$ cat config.mk
export PLATFORM = sky130hd
export DESIGN_NAME = pio_bus_ctrl
export DESIGN_NICKNAME = d
export VERILOG_FILES = /design/src/rtl/pio_pkg.sv /design/src/rtl/pio_prefix_latch.sv /design/src/rtl/pio_cycle_seq.sv /design/src/rtl/pio_bus_ctrl.sv
export SDC_FILE = /design/constraint.sdc
export NUM_CORES = 1
export LEC_CHECK = 0
export ABC_AREA = 1
export BUFFER_PORTS_ARGS = -buffer_cell sky130_fd_sc_hd__buf_4
export CORE_UTILIZATION = 40
export DETAILED_ROUTE_END_ITERATION = 6
export HOLD_SLACK_MARGIN = 0.08
export PLACE_DENSITY = 0.78
export SYNTH_ARGS = -nofsm -noshare
export SYNTH_HDL_FRONTEND = slang
export SYNTH_SLANG_ARGS = --single-unit
export TNS_END_PERCENT = 5
$ cat constraint.sdc
create_clock -name clk -period 2.39 [get_ports clk]
set_clock_uncertainty 0.05 [all_clocks]
set_input_delay 0 -clock clk [delete_from_list [all_inputs] [get_ports clk]]
set_output_delay 0 -clock clk [all_outputs]
set_load 0.1 [all_outputs]
$ cat src/rtl/pio_pkg.sv
package pio_pkg;

    localparam int LA_W      = 16;
    localparam int PA_W      = 20;
    localparam int SEG_W     = 4;
    localparam int SEG_SHIFT = 12;
    localparam int DATA_W    = 8;
    localparam logic [LA_W-1:0] XLATE_FLOOR = 16'hE000;

    typedef enum logic [1:0] {
        SP_MEM = 2'd0,
        SP_IOI = 2'd1,
        SP_IOE = 2'd2
    } space_e;

    typedef struct packed {
        space_e                  space;
        logic                    write;
        logic                    word;
        logic [LA_W-1:0]         addr;
        logic [2*DATA_W-1:0]     wdata;
        logic [SEG_W-1:0]        seg;
    } bus_req_t;

    function automatic logic [PA_W-1:0] xlate(input logic [LA_W-1:0] la,
                                              input logic [SEG_W-1:0] seg);
        logic [PA_W-1:0] base;
        base = PA_W'(seg) << SEG_SHIFT;
        if (la >= XLATE_FLOOR)
            return PA_W'(la) + base;
        return PA_W'(la);
    endfunction

endpackage

$ cat src/rtl/pio_prefix_latch.sv
module pio_prefix_latch
    import pio_pkg::*;
(
    input  logic   clk,
    input  logic   rst,
    input  logic   set_int,
    input  logic   set_ext,
    input  logic   clear,
    output space_e eff_space
);

    space_e held;

    always_ff @(posedge clk) begin
        if (rst)
            held <= SP_MEM;
        else if (set_int)
            held <= SP_IOI;
        else if (set_ext)
            held <= SP_IOE;
        else if (clear)
            held <= SP_MEM;
    end

    always_comb begin
        if (set_int)
            eff_space = SP_IOI;
        else if (set_ext)
            eff_space = SP_IOE;
        else
            eff_space = held;
    end

    assert_boundary_clears_R9: assert property (@(posedge clk) disable iff (rst)
        (clear && !set_int && !set_ext) |=> (eff_space == SP_MEM || set_int || set_ext));

    assert_int_wins_R1: assert property (@(posedge clk) disable iff (rst)
        (set_int && set_ext) |-> (eff_space == SP_IOI));

endmodule

$ cat src/rtl/pio_cycle_seq.sv
module pio_cycle_seq
    import pio_pkg::*;
#(
    parameter int MEM_CYC    = 3,
    parameter int IOE_CYC    = 3,
    parameter int IOI_RD_CYC = 3,
    parameter int IOI_WR_CYC = 2
)(
    input  logic              clk,
    input  logic              rst,
    input  logic              start,
    input  bus_req_t          start_req,
    output logic              ready,
    output logic [PA_W-1:0]   bus_addr,
    output logic [DATA_W-1:0] bus_wdata,
    output logic              bus_we,
    output logic              mem_cs,
    output logic              ioi_sel,
    output logic              ioe_stb,
    input  logic [DATA_W-1:0] bus_rdata,
    output logic [DATA_W-1:0] rsp_data,
    output logic              done
);

    localparam int MAX_A  = (MEM_CYC > IOE_CYC) ? MEM_CYC : IOE_CYC;
    localparam int MAX_B  = (IOI_RD_CYC > IOI_WR_CYC) ? IOI_RD_CYC : IOI_WR_CYC;
    localparam int MAX_C  = (MAX_A > MAX_B) ? MAX_A : MAX_B;
    localparam int PH_W   = (MAX_C > 2) ? $clog2(MAX_C) : 1;

    function automatic int cyc_len(input space_e s, input logic w);
        case (s)
            SP_IOI:  return w ? IOI_WR_CYC : IOI_RD_CYC;
            SP_IOE:  return IOE_CYC;
            default: return MEM_CYC;
        endcase
    endfunction

    bus_req_t        cur;
    logic            active;
    logic            hi;
    logic [PH_W-1:0] phase;
    logic [PH_W-1:0] last_ph;
    logic [LA_W-1:0] byte_la;

    assign last_ph = PH_W'(cyc_len(cur.space, cur.write) - 1);
    assign byte_la = cur.addr + LA_W'(hi);

    always_ff @(posedge clk) begin
        if (rst) begin
            active <= 1'b0;
            hi     <= 1'b0;
            phase  <= '0;
            cur    <= '0;
        end else if (!active) begin
            if (start) begin
                active <= 1'b1;
                hi     <= 1'b0;
                phase  <= '0;
                cur    <= start_req;
            end
        end else if (phase == last_ph) begin
            phase <= '0;
            if (cur.word && !hi) begin
                hi <= 1'b1;
            end else begin
                active <= 1'b0;
                hi     <= 1'b0;
            end
        end else begin
            phase <= phase + 1'b1;
        end
    end

    always_comb begin
        ready     = !active;
        mem_cs    = active && (cur.space == SP_MEM);
        ioi_sel   = active && (cur.space == SP_IOI);
        ioe_stb   = active && (cur.space == SP_IOE);
        bus_we    = active && cur.write;
        done      = active && (phase == last_ph);
        bus_addr  = '0;
        bus_wdata = '0;
        rsp_data  = '0;
        if (active) begin
            bus_addr = (cur.space == SP_MEM) ? xlate(byte_la, cur.seg) : PA_W'(byte_la);
            if (cur.write)
                bus_wdata = hi ? cur.wdata[2*DATA_W-1:DATA_W] : cur.wdata[DATA_W-1:0];
            else if (done)
                rsp_data = bus_rdata;
        end
    end

    assert_one_select_R6: assert property (@(posedge clk) disable iff (rst)
        ready ? ({mem_cs, ioi_sel, ioe_stb} == 3'b000)
              : ($countones({mem_cs, ioi_sel, ioe_stb}) == 1));

    assert_io_untranslated_R2: assert property (@(posedge clk) disable iff (rst)
        (ioi_sel || ioe_stb) |-> (bus_addr[PA_W-1:LA_W] == '0));

    assert_ioi_write_short_R4: assert property (@(posedge clk) disable iff (rst)
        (ioi_sel && bus_we && !done) |=> done);

    assert_mem_three_clocks_R5: assert property (@(posedge clk) disable iff (rst)
        (mem_cs && done) |-> ($past(mem_cs, 1) && $past(mem_cs, 2)
                              && !$past(done, 1) && !$past(done, 2)));

    assert_addr_stable_R10: assert property (@(posedge clk) disable iff (rst)
        (!ready && !done) |=> $stable(bus_addr));

    assert_done_in_cycle_R8: assert property (@(posedge clk) disable iff (rst)
        (rsp_data != '0) |-> (done && !bus_we));

endmodule

$ cat src/rtl/pio_bus_ctrl.sv
module pio_bus_ctrl
    import pio_pkg::*;
(
    input  logic        clk,
    input  logic        rst,
    input  logic        req_valid,
    input  logic        req_write,
    input  logic        req_word,
    input  logic [15:0] req_addr,
    input  logic [15:0] req_wdata,
    input  logic        pfx_int,
    input  logic        pfx_ext,
    input  logic        insn_end,
    input  logic [3:0]  seg_base,
    output logic        req_ready,
    output logic [19:0] bus_addr,
    output logic [7:0]  bus_wdata,
    output logic        bus_we,
    output logic        mem_cs,
    output logic        ioi_sel,
    output logic        ioe_stb,
    input  logic [7:0]  bus_rdata,
    output logic [7:0]  rsp_data,
    output logic        rsp_done
);

    space_e   eff_space;
    bus_req_t new_req;
    logic     start;

    pio_prefix_latch i_pfx (
        .clk       (clk),
        .rst       (rst),
        .set_int   (pfx_int),
        .set_ext   (pfx_ext),
        .clear     (insn_end),
        .eff_space (eff_space)
    );

    always_comb begin
        new_req.space = eff_space;
        new_req.write = req_write;
        new_req.word  = req_word;
        new_req.addr  = req_addr;
        new_req.wdata = req_wdata;
        new_req.seg   = seg_base;
    end

    assign start = req_valid && req_ready;

    pio_cycle_seq i_seq (
        .clk       (clk),
        .rst       (rst),
        .start     (start),
        .start_req (new_req),
        .ready     (req_ready),
        .bus_addr  (bus_addr),
        .bus_wdata (bus_wdata),
        .bus_we    (bus_we),
        .mem_cs    (mem_cs),
        .ioi_sel   (ioi_sel),
        .ioe_stb   (ioe_stb),
        .bus_rdata (bus_rdata),
        .rsp_data  (rsp_data),
        .done      (rsp_done)
    );

    assert_accept_goes_busy_R10: assert property (@(posedge clk) disable iff (rst)
        start |=> !req_ready);

endmodule

=== After elaboration in Yosys (flattened, before gate mapping) ===
Index checks and enable logic that the tools add are counted.

* Bitwise gates (word level): 1
* Magnitude comparators: 1
* Div/mod/pow operators: 0
* Reduce and logical (&&, ||, !) cells: 16
* Equal/unequal tests: 4
* Multipliers: 0
* Shift operators: 0
* Mux-type cells: 29
* Add/subtract/negate cells: 4

{| class="wikitable"
|+ Operator list
! kind !! count
|-
| $mux 20 || 4
|-
| $mux 8 || 6
|-
| $add 16x16->17 || 1
|-
| $add 16x1->16 || 1
|-
| $ge 16x16->1 const B || 1
|-
| $mux 2 || 7
|-
| $mux 1 || 12
|-
| $logic_and 1x1->1 || 7
|-
| $reduce_and 2->1 || 2
|-
| $reduce_bool 2->1 || 2
|-
| $reduce_bool 3->1 || 1
|-
| $add 2x1->2 const B || 1
|-
| $eq 2x1->1 const B || 1
|-
| $eq 2x2->1 || 1
|-
| $eq 2x2->1 const B || 1
|-
| $logic_not 1->1 || 2
|-
| $logic_not 2->1 || 1
|-
| $ne 2x2->1 const B || 1
|-
| $reduce_or 2->1 || 1
|-
| $sub 2x2->2 const B || 1
|-
| $not 1->1 || 1
|}

* Flip-flop bits (word level): 46
* Bits of input ports: 52
* Memory bits (read-only): 0
* Latch bits: 0
* RAM bits: 0
* Word-level logic and storage cells: 66
* Output and inout bits: 42
* Memories: 0

=== Longest topological paths before layout ===
* Depth after elaboration: 8
* Gate-level depth with buffers: 16
* Depth with buffers taken out: 16

=== Cells and area by module ===
From an unflattened synthesis, not the netlist that was laid out.

* Cells, all modules: 380
* Area total of the unflattened synthesis: 2,459.9 sq um

{| class="wikitable"
|+ Modules (own cells, without submodules)
! module !! cells each !! sequential area each (sq um) !! area an instance (sq um) !! instances
|-
| pio_cycle_seq || 362 || 880.8 || 2,357.3 || 1
|-
| pio_prefix_latch || 16 || 40.0 || 95.1 || 1
|-
| pio_bus_ctrl || 2 || 0.0 || 7.5 || 1
|}

=== Least setup slack after synthesis ===
OpenSTA, ideal clock, no wires.

* Path type: flip-flop to output port
* From: reg i_seq.active
* To: out bus_addr[16]
* Cell stages (with the launch flop): 7
* Arrival: 5,031 ps
* Required time: 2,340 ps
* Path slack: -2,691 ps
* Buffers on the path: 2
* Path through: dfxtp_1 > buf_2 > inv_1 > clkbuf_1 > nor3_1 > o21ai_0 > nor2_1

* Longest elaborated chain between the ends: 1

{| class="wikitable"
|+ RTL lines
! element !! line !! source
|-
| start, declared || pio_cycle_seq.sv:39 || <nowiki>logic active;</nowiki>
|-
| start signal, assigned || pio_cycle_seq.sv:50 || <nowiki>active <= 1'b0;</nowiki>
|-
| start signal, assigned || pio_cycle_seq.sv:56 || <nowiki>active <= 1'b1;</nowiki>
|-
| start signal, assigned || pio_cycle_seq.sv:66 || <nowiki>active <= 1'b0;</nowiki>
|-
| $mux 20 || pio_cycle_seq.sv:84 || <nowiki>if (active) begin</nowiki>
|-
| end, declared || pio_bus_ctrl.sv:16 || <nowiki>output logic [19:0] bus_addr,</nowiki>
|}

No other way between the ends.

=== Worst setup path after layout ===
* From: reg i_seq.hi
* To: out bus_addr[14]

* Longest elaborated chain between the ends: 7
* Elaborated cells between the ends (all ways): 9
* Those cells by class: 2 x add/sub; 1 x order compare; 6 x mux

{| class="wikitable"
|+ RTL lines
! element !! line !! source
|-
| start, declared || pio_cycle_seq.sv:40 || <nowiki>logic hi;</nowiki>
|-
| start signal, assigned || pio_cycle_seq.sv:51 || <nowiki>hi <= 1'b0;</nowiki>
|-
| start signal, assigned || pio_cycle_seq.sv:57 || <nowiki>hi <= 1'b0;</nowiki>
|-
| start signal, assigned || pio_cycle_seq.sv:64 || <nowiki>hi <= 1'b1;</nowiki>
|-
| $add 16x1->16 * || pio_cycle_seq.sv:46 || <nowiki>assign byte_la = cur.addr + LA_W'(hi);</nowiki>
|-
| $ge 16x16->1 || pio_pkg.sv:29 || <nowiki>if (la >= XLATE_FLOOR)</nowiki>
|-
| $mux 1 || pio_pkg.sv:29 ||
|-
| $mux 1 || pio_cycle_seq.sv:84 ||
|-
| $mux 20 || pio_pkg.sv:31 || <nowiki>return PA_W'(la);</nowiki>
|-
| $mux 20 * || pio_cycle_seq.sv:85 || <nowiki>bus_addr = (cur.space == SP_MEM) ? xlate(byte_la, cur.seg) : PA_W'(byte_la);</nowiki>
|-
| $mux 20 * || pio_cycle_seq.sv:84 ||
|}

Mark *: on every way between the ends. The rest lies on a longest branch, timed or not. The select of a mux whose other input is x is not followed.

==> run metrics <==
unrepaired setup endpoints after global routing=yes; overall fraction of global-route tracks in use=25.1%; count of vias placed by the detailed router=2928; Row Count=28; clock period minus final worst setup slack=2760 ps; Diodes inserted=0; Tightest Hold Check Type=primary input to output pin; headroom to the max-slew limit=40.0%; maximum net fanout on the critical path=2; area of the core region=0.00599 sq mm; number of buffers on the longest clock path=2; met1 demand-to-capacity share in global routing=28.6%; leading register cell type out of synthesis=sky130_fd_sc_hd__dfxtp_1; Worst path slowest cell=sky130_fd_sc_hd__dfxtp_2; critical path's most frequent cell=sky130_fd_sc_hd__ha_4; detail-routed via count per cell=4.90; maximum clock frequency=0.362 GHz; clock-pin slew on the worst setup and hold paths=90 ps; first-pass GRT wire length=12500 um; vias in the first global route=2802; routing layer with the top usage in global route=met2; total iterations of the first detailed-routing run=4; Max-cap violations=0; fraction of final layout cells sized beyond drive strength 1=32.1%; global routing usage on met3=5.62%; detailed-route DRC error count=0; largest family of logic cells by synthesized area=simple AND/OR/NAND/NOR gates; total overflow reported by the global router=0; wire length per cell after detailed routing=12.8 um; Yosys warning count=0; number of H-tree levels=2; Cell Area, Synth=0.00251 sq mm; final wirelength=7630 um; final net count=581; Crit path arrival time=2710 ps; cells taking the most area after synthesis=sky130_fd_sc_hd__dfxtp_1 37%, sky130_fd_sc_hd__nor2_1 15%, sky130_fd_sc_hd__o21ai_0 9.6%; fraction of the cycle the final worst path needs=116%; async set-reset flop share out of synthesis=0%; mux contribution to synthesized area=0%; power per cell area=493 mW/mm^2; cell count after synthesis=374; Critical Setup Path Class=flip-flop to output pin; Worst setup EP type=output pin; largest area contributor in the netlist=sky130_fd_sc_hd__dfxtp_1; Synth Area in Compound Gates=16.7%; xor and xnor fraction of the mapped netlist area=1.40%; worst-margin pin slew=900 ps; post-layout power=2.02 mW; TritonCTS Sinks=46; number of buffer cells added on primary ports=90; failing checks=setup timing; post-detailed-route count of antenna-violating nets=0; count of unique library cells instantiated by Yosys=34; register area share after synthesis=36.7%; static leakage power=1.89 nW; worst path setup slack after routing=-374 ps; library cell used as clock root buffer=sky130_fd_sc_hd__clkbuf_8; required time of the critical path=2340 ps; number of DRC markers in iteration 0=85; peak supply drop=456 uV; TritonCTS clock tree=done; Bufs and invs on worst path=4; synthesized-area fraction occupied by adder cells=3.79%; Final Slew Violations=0; Layout Cell Area excl Fill=0.00409 sq mm; antenna violations before repair=0; maximum number of pins on one net before global-route repair=52; met2 usage=45.3%; layout overhead on the synthesized area=63.1%; Initial Util=41.9%; number of placed instances with taps included=540; final setup fails=4; Worst path max stage delay=360 ps; number of failing hold endpoints at the final stage=0; DIE AREA=0.00659 sq mm; Die Wd=81.2 um; clock latency reported for the late side of the worst-skew pair=310 ps; total cell area at the placement stage=0.00337 sq mm; weighted congestion reported at the end of routability-driven placement=0.810; clock buffers created by TritonCTS=5; CP startpoint kind=flip-flop; mean area per synthesized cell=6.71 sq um; Post-Synth Simple-Gate Area=31.6%; Top Family by Delay on Critical Path=adder cells; share of the synthesized area in the top cell type=36.7%; critical path cell sequence=ha_4, ha_4, nand3_4, nor2_4, inv_2, nor2_4, nand2_2, xor2_1, inv_1, ha_4, fa_2, xor2_1, o21ai_1, inv_1, buf_12; die height=81.2 um; Post-synth EDFFs=0; FF+latch count, synth=46; run status=finished, violations left; final HPWL from detailed placement=4800 um; Post-Place Setup Slack=-360 ps; non-filler cells, final=598; Top Ports=94
[per-stage QoR]
stage	setup TNS, ps	utilization (%)	hold WS (ps)
CTS	-1260	67.7	368
global route	-2230	68.3	375
floorplan	-11030	-	19.1
finish	-1290	68.3	367
global placement	-509	56.2	145
detailed placement	-901	56.2	150
[kinds of logic after synthesis]
kind of cell,count (synthesis)
other,1
DFF,46
and+or+nand+nor,177
adders and majority gates,7
buffers and inverters,58
xor gates and xnor gates,4
AOI/OAI and AO/OA,81
[synth_stat cells (4+ instances only)]
| master | count |
|---|---|
| sky130_fd_sc_hd__clkbuf_1 | 11 |
| sky130_fd_sc_hd__nand2_2 | 10 |
| sky130_fd_sc_hd__inv_1 | 35 |
| sky130_fd_sc_hd__nor3_1 | 12 |
| sky130_fd_sc_hd__buf_4 | 4 |
| sky130_fd_sc_hd__dfxtp_1 | 46 |
| sky130_fd_sc_hd__nand2_1 | 32 |
| sky130_fd_sc_hd__ha_1 | 6 |
| sky130_fd_sc_hd__o21ai_1 | 5 |
| sky130_fd_sc_hd__nor2_1 | 102 |
| sky130_fd_sc_hd__o21ai_0 | 48 |
| sky130_fd_sc_hd__a21oi_1 | 24 |
| sky130_fd_sc_hd__nand3_1 | 7 |
| sky130_fd_sc_hd__nor2_2 | 4 |
[cell usage in the layout (no fill, tap or decap), types with 2 or more instances in the layout]
master / count
sky130_fd_sc_hd__a21oi_1: 23
sky130_fd_sc_hd__buf_12: 4
sky130_fd_sc_hd__buf_4: 107
sky130_fd_sc_hd__clkbuf_8: 5
sky130_fd_sc_hd__conb_1: 3
sky130_fd_sc_hd__dfxtp_1: 44
sky130_fd_sc_hd__dfxtp_2: 2
sky130_fd_sc_hd__dlygate4sd3_1: 46
sky130_fd_sc_hd__ha_1: 2
sky130_fd_sc_hd__ha_4: 4
sky130_fd_sc_hd__inv_1: 34
sky130_fd_sc_hd__inv_2: 4
sky130_fd_sc_hd__nand2_1: 31
sky130_fd_sc_hd__nand2_2: 11
sky130_fd_sc_hd__nand3_1: 6
sky130_fd_sc_hd__nand4_1: 2
sky130_fd_sc_hd__nor2_1: 92
sky130_fd_sc_hd__nor2_2: 11
sky130_fd_sc_hd__nor2_4: 6
sky130_fd_sc_hd__nor3_1: 11
sky130_fd_sc_hd__o21ai_0: 47
sky130_fd_sc_hd__o21ai_1: 4
sky130_fd_sc_hd__o21ai_2: 2
sky130_fd_sc_hd__xor2_1: 3
[worst min-delay path, delay by kind of cell]
| kind | cells | cell delay, ps |
|---|---|---|
| buf+inv | 3 | 380 |
| simple gates | 1 | 40 |
[final timing paths]
path / from / end / slack (ps) / depth (start not counted)
max: i_seq.hi$_SDFFE_PP0P_ / bus_addr[14] / -370 / 15
min: bus_rdata[1] / rsp_data[1] / 370 / 4
max reg2reg: i_seq.active$_SDFF_PP0_ / i_seq.cur[39]$_SDFFE_PP0P_ / 390 / 7
min reg2reg: i_seq.cur[6]$_SDFFE_PP0P_ / i_seq.cur[6]$_SDFFE_PP0P_ / 440 / 2
[registers in the layout, indices dropped and copies added (netlist names)]
| register | cells |
|---|---|
| i_seq.phase | 2 |
| i_seq.hi | 1 |
| i_pfx.held | 2 |
| i_seq.cur | 40 |
| i_seq.active | 1 |
[layout make-up]
cell class / instances / area (sq um)
fill: 490 / 1900
multi-input combinational: 272 / 1490
timing repair buffer: 158 / 1360
sequential: 46 / 923
inverter: 39 / 146
tap: 75 / 93.8
clock buffer: 6 / 72.6
clock inverter: 2 / 13.8
[metal layers]
| metal | part of all wire, % | vias to the layer above |
|---|---|---|
| met5 | 0 | - |
| met4 | 2.0 | 0 |
| met3 | 5.6 | 15 |
| met2 | 52 | 92 |
| met1 | 41 | 1332 |
| li1 | - | 1489 |
[where the power goes]
| group | switching (mW) | leakage (nW) | total, mW | internal, mW |
|---|---|---|---|---|
| Combinational | 0.413 | 1.46 | 0.661 | 0.248 |
| Sequential | 0.0464 | 0.382 | 0.874 | 0.828 |
| Clock | 0.275 | 0.0452 | 0.482 | 0.207 |
| Total | 0.735 | 1.89 | 2.02 | 1.28 |
[what timing repair did]
| action | in CTS | in global routing |
|---|---|---|
| setup endpoints to repair | 5 | 5 |
| pin swaps | 7 | 8 |
| hold endpoints to repair | 45 | 0 |
| setup buffers | 3 | 1 |
| hold buffers | 46 | 0 |
| resized for setup | 27 | 7 |
No activity file was read; power rests on OpenSTA's default activity.
